<file path="src/rtl/perfctr_pkg.sv">
package perfctr_pkg;
  localparam int unsigned SLOTS    = 32;
  localparam int unsigned ADDR_W   = 6;
  localparam int unsigned N_W      = 5;

  localparam logic [ADDR_W-1:0] A_CTRL   = 6'h00;
  localparam logic [ADDR_W-1:0] A_EN_SET = 6'h01;
  localparam logic [ADDR_W-1:0] A_EN_CLR = 6'h02;
  localparam logic [ADDR_W-1:0] A_IE_SET = 6'h03;
  localparam logic [ADDR_W-1:0] A_IE_CLR = 6'h04;
  localparam logic [ADDR_W-1:0] A_OV_SET = 6'h05;
  localparam logic [ADDR_W-1:0] A_OV_CLR = 6'h06;
  localparam logic [ADDR_W-1:0] A_VALID  = 6'h07;
  localparam logic [ADDR_W-1:0] A_EVT0   = 6'h20;
  localparam logic [ADDR_W-1:0] A_CYC    = 6'h3F;

  localparam int unsigned B_EN      = 0;
  localparam int unsigned B_EVT_CMD = 1;
  localparam int unsigned B_CYC_CMD = 2;
  localparam int unsigned B_LCYC    = 3;
  localparam int unsigned B_LEVT    = 4;
  localparam int unsigned N_LSB     = 8;

  typedef struct packed {
    logic           enSet;
    logic           enClr;
    logic           ieSet;
    logic           ieClr;
    logic           ovSet;
    logic           ovClr;
    logic           evtWr;
    logic [N_W-1:0] evtIdx;
    logic           cycWr;
    logic           narrow;
    logic           cycClr;
    logic           evtClr;
  } strobe_t;
endpackage

</file>
<file path="src/rtl/perfctr_dec.sv">
module perfctr_dec
  import perfctr_pkg::*;
#(
  parameter int unsigned NUM_EVT  = 6,
  parameter bit          HAS_LONG = 1'b1
) (
  input  logic              clk,
  input  logic              rstN,
  input  logic              wrEn,
  input  logic [ADDR_W-1:0] addr,
  input  logic [31:0]       wrWord,
  input  logic              narrow,
  output strobe_t           stb,
  output logic [31:0]       ctrlQ,
  output logic [31:0]       validMask,
  output logic [NUM_EVT-1:0] clrMask
);
  localparam logic [N_W-1:0] N_MAX = N_W'(NUM_EVT);

  function automatic logic [31:0] validOf(input logic [N_W-1:0] n);
    logic [31:0] v;
    for (int i = 0; i < 31; i++) v[i] = (N_W'(i) < n);
    v[31] = 1'b1;
    return v;
  endfunction

  function automatic logic [31:0] packCtrl(input logic en, input logic lc,
                                           input logic le, input logic [N_W-1:0] n);
    logic [31:0] c;
    c = '0;
    c[B_EN] = en;
    c[B_LCYC] = lc;
    c[B_LEVT] = le;
    c[N_LSB +: N_W] = n;
    return c;
  endfunction

  logic [N_W-1:0] wrN, newN;
  logic [31:0]    ctrlNext, newValid;
  logic           ctrlWr;

  assign wrN      = wrWord[N_LSB +: N_W];
  assign newN     = (wrN > N_MAX) ? N_MAX : wrN;
  assign ctrlNext = packCtrl(wrWord[B_EN], wrWord[B_LCYC],
                             HAS_LONG ? wrWord[B_LEVT] : 1'b0, newN);
  assign ctrlWr   = wrEn && (addr == A_CTRL);
  assign newValid = validOf(newN);
  assign clrMask  = newValid[NUM_EVT-1:0];
  assign validMask = validOf(ctrlQ[N_LSB +: N_W]);

  always_ff @(posedge clk or negedge rstN) begin
    if (!rstN) ctrlQ <= packCtrl(1'b0, 1'b0, 1'b0, N_MAX);
    else if (ctrlWr) ctrlQ <= ctrlNext;
  end

  always_comb begin
    stb        = '0;
    stb.enSet  = wrEn && (addr == A_EN_SET);
    stb.enClr  = wrEn && (addr == A_EN_CLR);
    stb.ieSet  = wrEn && (addr == A_IE_SET);
    stb.ieClr  = wrEn && (addr == A_IE_CLR);
    stb.ovSet  = wrEn && (addr == A_OV_SET);
    stb.ovClr  = wrEn && (addr == A_OV_CLR);
    stb.evtIdx = addr[N_W-1:0];
    stb.evtWr  = wrEn && addr[ADDR_W-1] && (addr[N_W-1:0] < N_MAX);
    stb.cycWr  = wrEn && (addr == A_CYC);
    stb.narrow = narrow;
    stb.cycClr = ctrlWr && wrWord[B_CYC_CMD];
    stb.evtClr = ctrlWr && wrWord[B_EVT_CMD];
  end
endmodule

</file>
<file path="src/rtl/perfctr_dp.sv">
module perfctr_dp
  import perfctr_pkg::*;
#(
  parameter int unsigned NUM_EVT = 6,
  parameter int unsigned CTR_W   = 64
) (
  input  logic               clk,
  input  logic               rstN,
  input  strobe_t            stb,
  input  logic [ADDR_W-1:0]  addr,
  input  logic [CTR_W-1:0]   wrData,
  input  logic [31:0]        ctrlQ,
  input  logic [31:0]        validMask,
  input  logic [NUM_EVT-1:0] clrMask,
  input  logic [31:0]        ovfIn,
  output logic [CTR_W-1:0]   rdData,
  output logic               cycClr,
  output logic [NUM_EVT-1:0] evtClr,
  output logic               irq
);
  localparam int unsigned HALF = CTR_W / 2;

  logic [31:0]      enQ, ieQ, ovQ, wMask;
  logic [CTR_W-1:0] cycCnt;
  logic [CTR_W-1:0] evtCnt [NUM_EVT];

  assign wMask  = wrData[31:0] & validMask;
  assign cycClr = stb.cycClr;
  assign evtClr = stb.evtClr ? clrMask : '0;

  always_ff @(posedge clk or negedge rstN) begin
    if (!rstN) begin
      enQ <= '0;
      ieQ <= '0;
      ovQ <= '0;
      irq <= 1'b0;
    end else begin
      if (stb.enSet)      enQ <= enQ | wMask;
      else if (stb.enClr) enQ <= enQ & ~wMask;
      if (stb.ieSet)      ieQ <= ieQ | wMask;
      else if (stb.ieClr) ieQ <= ieQ & ~wMask;
      ovQ <= ((ovQ | (stb.ovSet ? wMask : '0)) & ~(stb.ovClr ? wMask : '0))
             | (ovfIn & validMask);
      irq <= ctrlQ[B_EN] && (|(ovQ & enQ & ieQ));
    end
  end

  always_ff @(posedge clk or negedge rstN) begin
    if (!rstN)           cycCnt <= '0;
    else if (stb.cycClr) cycCnt <= '0;
    else if (stb.cycWr)  cycCnt <= wrData;
  end

  for (genvar i = 0; i < NUM_EVT; i++) begin : g_evt
    always_ff @(posedge clk or negedge rstN) begin
      if (!rstN)
        evtCnt[i] <= '0;
      else if (stb.evtClr && clrMask[i])
        evtCnt[i] <= '0;
      else if (stb.evtWr && (stb.evtIdx == N_W'(i)))
        evtCnt[i] <= stb.narrow ? {evtCnt[i][CTR_W-1:HALF], wrData[HALF-1:0]} : wrData;
    end
  end

  always_comb begin
    rdData = '0;
    case (addr)
      A_CTRL:             rdData = CTR_W'(ctrlQ);
      A_EN_SET, A_EN_CLR: rdData = CTR_W'(enQ);
      A_IE_SET, A_IE_CLR: rdData = CTR_W'(ieQ);
      A_OV_SET, A_OV_CLR: rdData = CTR_W'(ovQ);
      A_VALID:            rdData = CTR_W'(validMask);
      A_CYC:              rdData = cycCnt;
      default: begin
        for (int i = 0; i < NUM_EVT; i++)
          if (addr == ADDR_W'(A_EVT0 + i)) rdData = evtCnt[i];
      end
    endcase
  end
endmodule

</file>
<file path="src/rtl/perfctr_ctl.sv">
module perfctr_ctl
  import perfctr_pkg::*;
#(
  parameter int unsigned NUM_EVT  = 6,
  parameter bit          HAS_LONG = 1'b1,
  parameter int unsigned CTR_W    = 64
) (
  input  logic               clk,
  input  logic               rstN,
  input  logic               wrEn,
  input  logic [5:0]         addr,
  input  logic [CTR_W-1:0]   wrData,
  input  logic               narrow,
  output logic [CTR_W-1:0]   rdData,
  input  logic [31:0]        ovfIn,
  output logic               cycClr,
  output logic [NUM_EVT-1:0] evtClr,
  output logic               irq
);
  strobe_t            stb;
  logic [31:0]        ctrlQ, validMask;
  logic [NUM_EVT-1:0] clrMask;

  perfctr_dec #(.NUM_EVT(NUM_EVT), .HAS_LONG(HAS_LONG)) i_ctl (
    .clk(clk), .rstN(rstN), .wrEn(wrEn), .addr(addr), .wrWord(wrData[31:0]),
    .narrow(narrow), .stb(stb), .ctrlQ(ctrlQ), .validMask(validMask),
    .clrMask(clrMask)
  );

  perfctr_dp #(.NUM_EVT(NUM_EVT), .CTR_W(CTR_W)) i_dp (
    .clk(clk), .rstN(rstN), .stb(stb), .addr(addr), .wrData(wrData),
    .ctrlQ(ctrlQ), .validMask(validMask), .clrMask(clrMask), .ovfIn(ovfIn),
    .rdData(rdData), .cycClr(cycClr), .evtClr(evtClr), .irq(irq)
  );
endmodule

</file>
<file path="config.mk">
export PLATFORM = sky130hd
export DESIGN_NAME = perfctr_ctl
export DESIGN_NICKNAME = d
export VERILOG_FILES = /design/src/rtl/perfctr_pkg.sv /design/src/rtl/perfctr_dec.sv /design/src/rtl/perfctr_dp.sv /design/src/rtl/perfctr_ctl.sv
export SDC_FILE = /design/constraint.sdc
export NUM_CORES = 1
export LEC_CHECK = 0
export CORE_UTILIZATION = 40
export CTS_CLUSTER_DIAMETER = 150
export CTS_CLUSTER_SIZE = 28
export DETAILED_ROUTE_END_ITERATION = 7
export PLACE_DENSITY_LB_ADDON = 0.3
export SLEW_MARGIN = 25
export SYNTH_ARGS = -nofsm -noshare
export SYNTH_HDL_FRONTEND = slang
export SYNTH_SLANG_ARGS = --single-unit
export TNS_END_PERCENT = 50
</file>
<file path="constraint.sdc">
create_clock -name clk -period 3.54 [get_ports clk]
set_input_delay 0.885 -clock clk [delete_from_list [all_inputs] [get_ports clk]]
set_output_delay 0.885 -clock clk [all_outputs]
set_load 0.01 [all_outputs]
</file>
-- Word level (Yosys, flattened, before mapping)
Index checks and enable logic that the tools add are counted.
- reductions and logical operators: 46
- div/mod/pow operators: 0
- add/sub/neg operators: 0
- order comparisons: 39
- multipliers: 0
- equal/unequal tests: 25
- bitwise operators: 13
- shift operators: 0
- mux-type cells: 30
- operators by type and width (operator ; number):
    $mux 64 ; 21
    $pmux 64 s6 ; 1
    $and 32x32->32 ; 7
    $mux 32 ; 6
    $or 32x32->32 ; 4
    $lt 5x5->1 const A ; 15
    $not 32->32 ; 2
    $eq 6x6->1 const B ; 7
    $lt 4x5->1 const A ; 8
    $reduce_or 32->1 ; 1
    $lt 3x5->1 const A ; 6
    $logic_and 1x1->1 ; 25
    $eq 6x3->1 const B ; 4
    $lt 1x5->1 const A ; 4
    $lt 2x5->1 const A ; 4
    $reduce_bool 2->1 ; 9
    $eq 6x2->1 const B ; 2
    $ne 2x1->1 const B ; 6
    $reduce_and 2->1 ; 6
    $eq 5x2->1 const B ; 2
    $eq 5x3->1 const B ; 2
    $eq 6x1->1 const B ; 1
    $logic_not 6->1 ; 1
    $mux 6 ; 1
    other kinds (6) ; 8
- memories: 0
- memory bits (writable): 0
- word-level logic and storage cells: 171
- register bits: 553
- bits of input ports: 106
- ROM bits: 0
- output and inout bits: 72
- latch bits: 0

-- Depth between registers and ports, before layout
- word-level depth: 8
- gate-level depth with buffers: 9
- depth with buffers taken out: 5

-- Cells and area by module
Synthesis repeated with hierarchy kept, for this count alone.
- cell total of the unflattened synthesis: 2679
- area, all modules: 26700.6 sq um
- modules (own cells, without submodules) (module ; area an instance (sq um) ; seq. area each (sq um) ; times used ; cells each):
    perfctr_dp ; 25717.2 ; 13638.1 ; 1 ; 2551
    perfctr_dec ; 983.4 ; 202.7 ; 1 ; 128

-- Least setup slack after synthesis
No wires, ideal clock.
- path kind: input-to-output
- start: input addr[2]
- end: output rdData[7]
- arrival: 2.478 ns
- buffers on the path: 3
- required time: 2.655 ns
- stages on the path: 8
- path slack: 0.177 ns
- cells stage by stage: buf_2 -> or4b_4 -> or2_1 -> buf_2 -> buf_4 -> o21ai_1 -> a21oi_1 -> a22oi_1
- cells in the longest elaborated chain, start to end: 8
- elaborated cells on any way between the ends: 25
- classes of those cells: eq/ne: 14; mux: 7; reduce/logical: 4
- RTL lines (what ; line ; source):
    start: declaration ; perfctr_ctl.sv:11 ; input logic [5:0] addr,
    $eq 6x6->1 ; perfctr_dp.sv:76 ; if (addr == ADDR_W'(A_EVT0 + i)) rdData = evtCnt[i];
    $mux 64 (6 in a row) ; perfctr_dp.sv:76 ;
    $pmux 64 s6 * ; perfctr_dp.sv:67 ; case (addr)
    end: declaration ; perfctr_ctl.sv:14 ; output logic [CTR_W-1:0] rdData,
Mark *: on every way between the ends. The rest lies on a longest branch, timed or not.

-- Worst setup path in the final report
- start: input addr[5]
- end: output rdData[11]
The elaborated chain is that of the path after synthesis.

==> impl_metrics.tcl <==
set metrics [dict create \
    run_status "finished, violations left" \
    mux_contribution_to_synthesized_area_pct 3.93 \
    global_route.overflow_total 0 \
    clock_insertion_delay_worst_skew_ps 600 \
    layout-area-overhead-vs-synth_pct 20.2 \
    place.detailed.instances 4177 \
    initial_core_util_pct 40.4 \
    worst_ep_required_time_ps 2650 \
    final_min_period_over_clock_period_pct 102 \
    synth_top_cell_by_area "sky130_fd_sc_hd__dfrtp_1" \
    post_synth.cell_area_avg_sq_um 8.46 \
    grt_max_degree 81 \
    power_density_nw_per_um2 379 \
    path_depth 9 \
    number_of_top_level_pins 178 \
    final_core_utilization_pct 48.6 \
    ys_top_cells_by_area "sky130_fd_sc_hd__dfrtp_1, sky130_fd_sc_hd__nand2_1, sky130_fd_sc_hd__a21oi_1" \
    start_point_of_the_critical_path "addr[5]" \
    data_arrival_time_of_the_worst_path_ps 2730 \
    period_needed_ps 3620 \
    timing.critical_path.slowest_stage_cell "sky130_fd_sc_hd__or4b_4" \
    grt_antenna_before_repair 3 \
    relSlewSlack_pct 32.7 \
    preCtsSetupSlack_ps -944 \
    wl_per_cell_um 23.0 \
    largest_family_of_logic_cells_by_synthesized_area "compound AO/OA/AOI/OAI gates" \
    synth-compound-area-share_pct 22.6 \
    fin_ws_ps -75.4 \
    die_area_sq_um 68800 \
    fp.coreArea_sq_um 67000 \
    cells_along_the_critical_path "buf_8 -> or4b_4 -> buf_6 -> nor2_4 -> buf_4 -> a221oi_1 -> and3_1 -> a21oi_2 -> clkdlybuf4s15_2" \
    netlist_area_before_placement_sq_um 27100 \
    vias_in_the_first_global_route 24263 \
    timing.fmax_ghz 0.277 \
    synth_simple_gate_area_share_pct 17.9 \
    cts_sinks 553 \
    cpPeakStageDelay_ps 570 \
    crit_end "rdData[11]" \
    die_width_um 262 \
    cts.path.max_buffers 3 \
    synthAdderAreaFrac_pct 0 \
    gate_count_after_technology_mapping 3201 \
    place_hpwl_mm 64.0 \
    ir_drop_uv 340 \
    synth_nets 3307 \
    fin_skew_ps 10.8 \
    grt_first_pass_wirelength_mm 150 \
    hold_violations 0 \
    worst_path_dominant_cell_family "simple AND/OR/NAND/NOR gates" \
    share_of_synthesized_area_occupied_by_flip_flops_and_latches_pct 51.1 \
    port_buffers 177 \
    setup.worst_path.class "in2out" \
    synth-edff-count 0 \
    drt-pass1-iter-count 6 \
    die-height_um 262 \
    cp_max_fo 10 \
    critical_path.reg2reg.endpoint "i_dp.irq" \
    detail_route.drc_violations 0 \
    tritoncts "yes" \
    grt_setup_unrepaired "yes" \
    drt_iter0_drc 3064 \
    setup.reg_to_reg.worst_slack_ps 1350 \
    postSynthRegisterBits 553 \
    top_reg_cell_synth "sky130_fd_sc_hd__dfrtp_1" \
    worstSetupStartpointType "primary input" \
    routed_wl_mm 98.1 \
    cap_violations 0 \
    synthMostInstantiatedCell "sky130_fd_sc_hd__nand2_1" \
    cts.root.buffer_cell "sky130_fd_sc_hd__clkbuf_16" \
    path_buf_inv 4 \
    cell_count_of_the_worst_reg_to_reg_path 5 \
    gpl.final_weighted_congestion 0.973 \
    nNetsFinal 3482 \
    yosys.cell_types.count 59 \
    number_of_nets_still_failing_antenna_checks_after_routing 0 \
    synth-xor-area-share_pct 0.0323 \
    synth_largest_type_area_fraction_pct 50.9 \
    final_cell_count_no_fill 4258 \
    worstMarginPinSlew_ps 997 \
    power.leakage_nw 14.0 \
    timing.final.setup_violations 16 \
    share_of_final_layout_standard_cells_stronger_than_drive_strength_1_pct 13.1 \
    num_vias 25290 \
    hold_path_class "in2async" \
    ys_top_cells_by_count "sky130_fd_sc_hd__nand2_1, sky130_fd_sc_hd__a21oi_1, sky130_fd_sc_hd__dfrtp_1" \
    tritoncts.num_buffers 23 \
    grt_use_total_pct 27.8 \
    drt-vias-per-instance 5.94 \
    synthArstFlopShare_pct 100 \
    violations "negative setup slack" \
    yosys_warning_total 0 \
    clock_tree.htree_level_count 1 \
    critPathCaptureType "output port" \
    final_max_slew_viol_count 0 \
    placement_rows 95 \
    cts.clk_slew.worst_paths_ps 120 \
]
-- what timing repair did --
| item | CTS | global route |
|---|---|---|
| setup buffers | 27 | 14 |
| gates cloned | 7 | 5 |
| hold endpoints to repair | 0 | 0 |
| setup endpoints to repair | 71 | 61 |
| pin swaps | 50 | 45 |
| resized for setup | 318 | 64 |
| hold buffers | 0 | 0 |
-- cells by family (layout without fill, tap and decap cells) --
family,count (synthesis),count (layout)
and+or+nand+nor,1202,1202
xor gates and xnor gates,1,1
buffers and inverters,294,477
DFF,553,553
other,0,1
muxes,105,105
AOI/OAI and AO/OA,1046,1046
-- metrics by stage --
step	power (mW)	setup TNS (ps)	cell area, sq um	hold slack [ps]
CTS	12.3	-619	32200	288
floorplan	8.22	0	27100	445
detailed placement	9.11	-59030	31200	476
global placement	9.06	-59820	31200	464
global route	12.8	-1610	32600	305
finish	12.3	-421	32600	245
-- worst register-to-register path, stage by stage (launching register included) --
cell and delay [ps]:
sky130_fd_sc_hd__dfrtp_1 440, sky130_fd_sc_hd__and3_1 260, sky130_fd_sc_hd__a31oi_1 270, sky130_fd_sc_hd__nand3_1 240, sky130_fd_sc_hd__or4_1 580, sky130_fd_sc_hd__o31a_1 280
-- worst min path at each step --
| stage | to | slack, ps | depth (start not counted) |
|---|---|---|---|
| floorplan | i_ctl.ctrlQ[3] | 450 | 2 |
| global placement | i_ctl.ctrlQ[4] | 460 | 2 |
| detailed placement | i_ctl.ctrlQ[4] | 480 | 2 |
| CTS | async pin | 290 | 1 |
| global route | async pin | 300 | 1 |
| finish | async pin | 250 | 1 |
-- cells in the final DEF, fill, tap and decap left out, types with 21 or more instances in the layout --
cell type                         synthesis  routed
sky130_fd_sc_hd__a21oi_1                625     610
sky130_fd_sc_hd__a221oi_1                23      21
sky130_fd_sc_hd__a222oi_1                51      51
sky130_fd_sc_hd__a22o_1                  34      34
sky130_fd_sc_hd__and3_1                  24      21
sky130_fd_sc_hd__buf_12                   0      66
sky130_fd_sc_hd__buf_2                   82      59
sky130_fd_sc_hd__buf_4                    2     169
sky130_fd_sc_hd__buf_6                    0      21
sky130_fd_sc_hd__clkbuf_16                0      28
sky130_fd_sc_hd__clkdlybuf4s50_1          0      99
sky130_fd_sc_hd__dfrtp_1                551     551
sky130_fd_sc_hd__mux2i_1                103     103
sky130_fd_sc_hd__nand2_1                993     989
sky130_fd_sc_hd__nand3_1                 22      22
sky130_fd_sc_hd__nor2_1                  83      67
sky130_fd_sc_hd__o21ai_0                113     111
sky130_fd_sc_hd__o21ai_1                 67      68
sky130_fd_sc_hd__o31ai_1                 33      33
sky130_fd_sc_hd__o32a_1                  30      30
-- report_power, final --
group | internal, mW | switching [mW]
sequential | 6.90 | 0.352
clock | 1.22 | 2.06
combinational | 0.775 | 1.03
-- layout make-up --
type | instances | area [sq um]
Timing Repair Buffer | 442 | 4590
Clock inverter | 1 | 8.76
Sequential cell | 553 | 13800
Clock buffer | 32 | 609
Multi-Input combinational cell | 2354 | 12400
Tap cell | 873 | 1090
Fill cell | 6517 | 34500
Antenna cell | 1 | 2.50
Inverter | 2 | 7.51
-- routing by layer --
metal | vias to the layer above | global-route usage, % | part of all wire (%)
met3 | 177 | 4.66 | 9.0
met1 | 12440 | 39.5 | 42
met5 | - | 0 | 0.028
met2 | 1246 | 43.2 | 45
met4 | 4 | 9.24 | 3.6
li1 | 11423 | - | -
No activity file was read; power rests on OpenSTA's default activity.
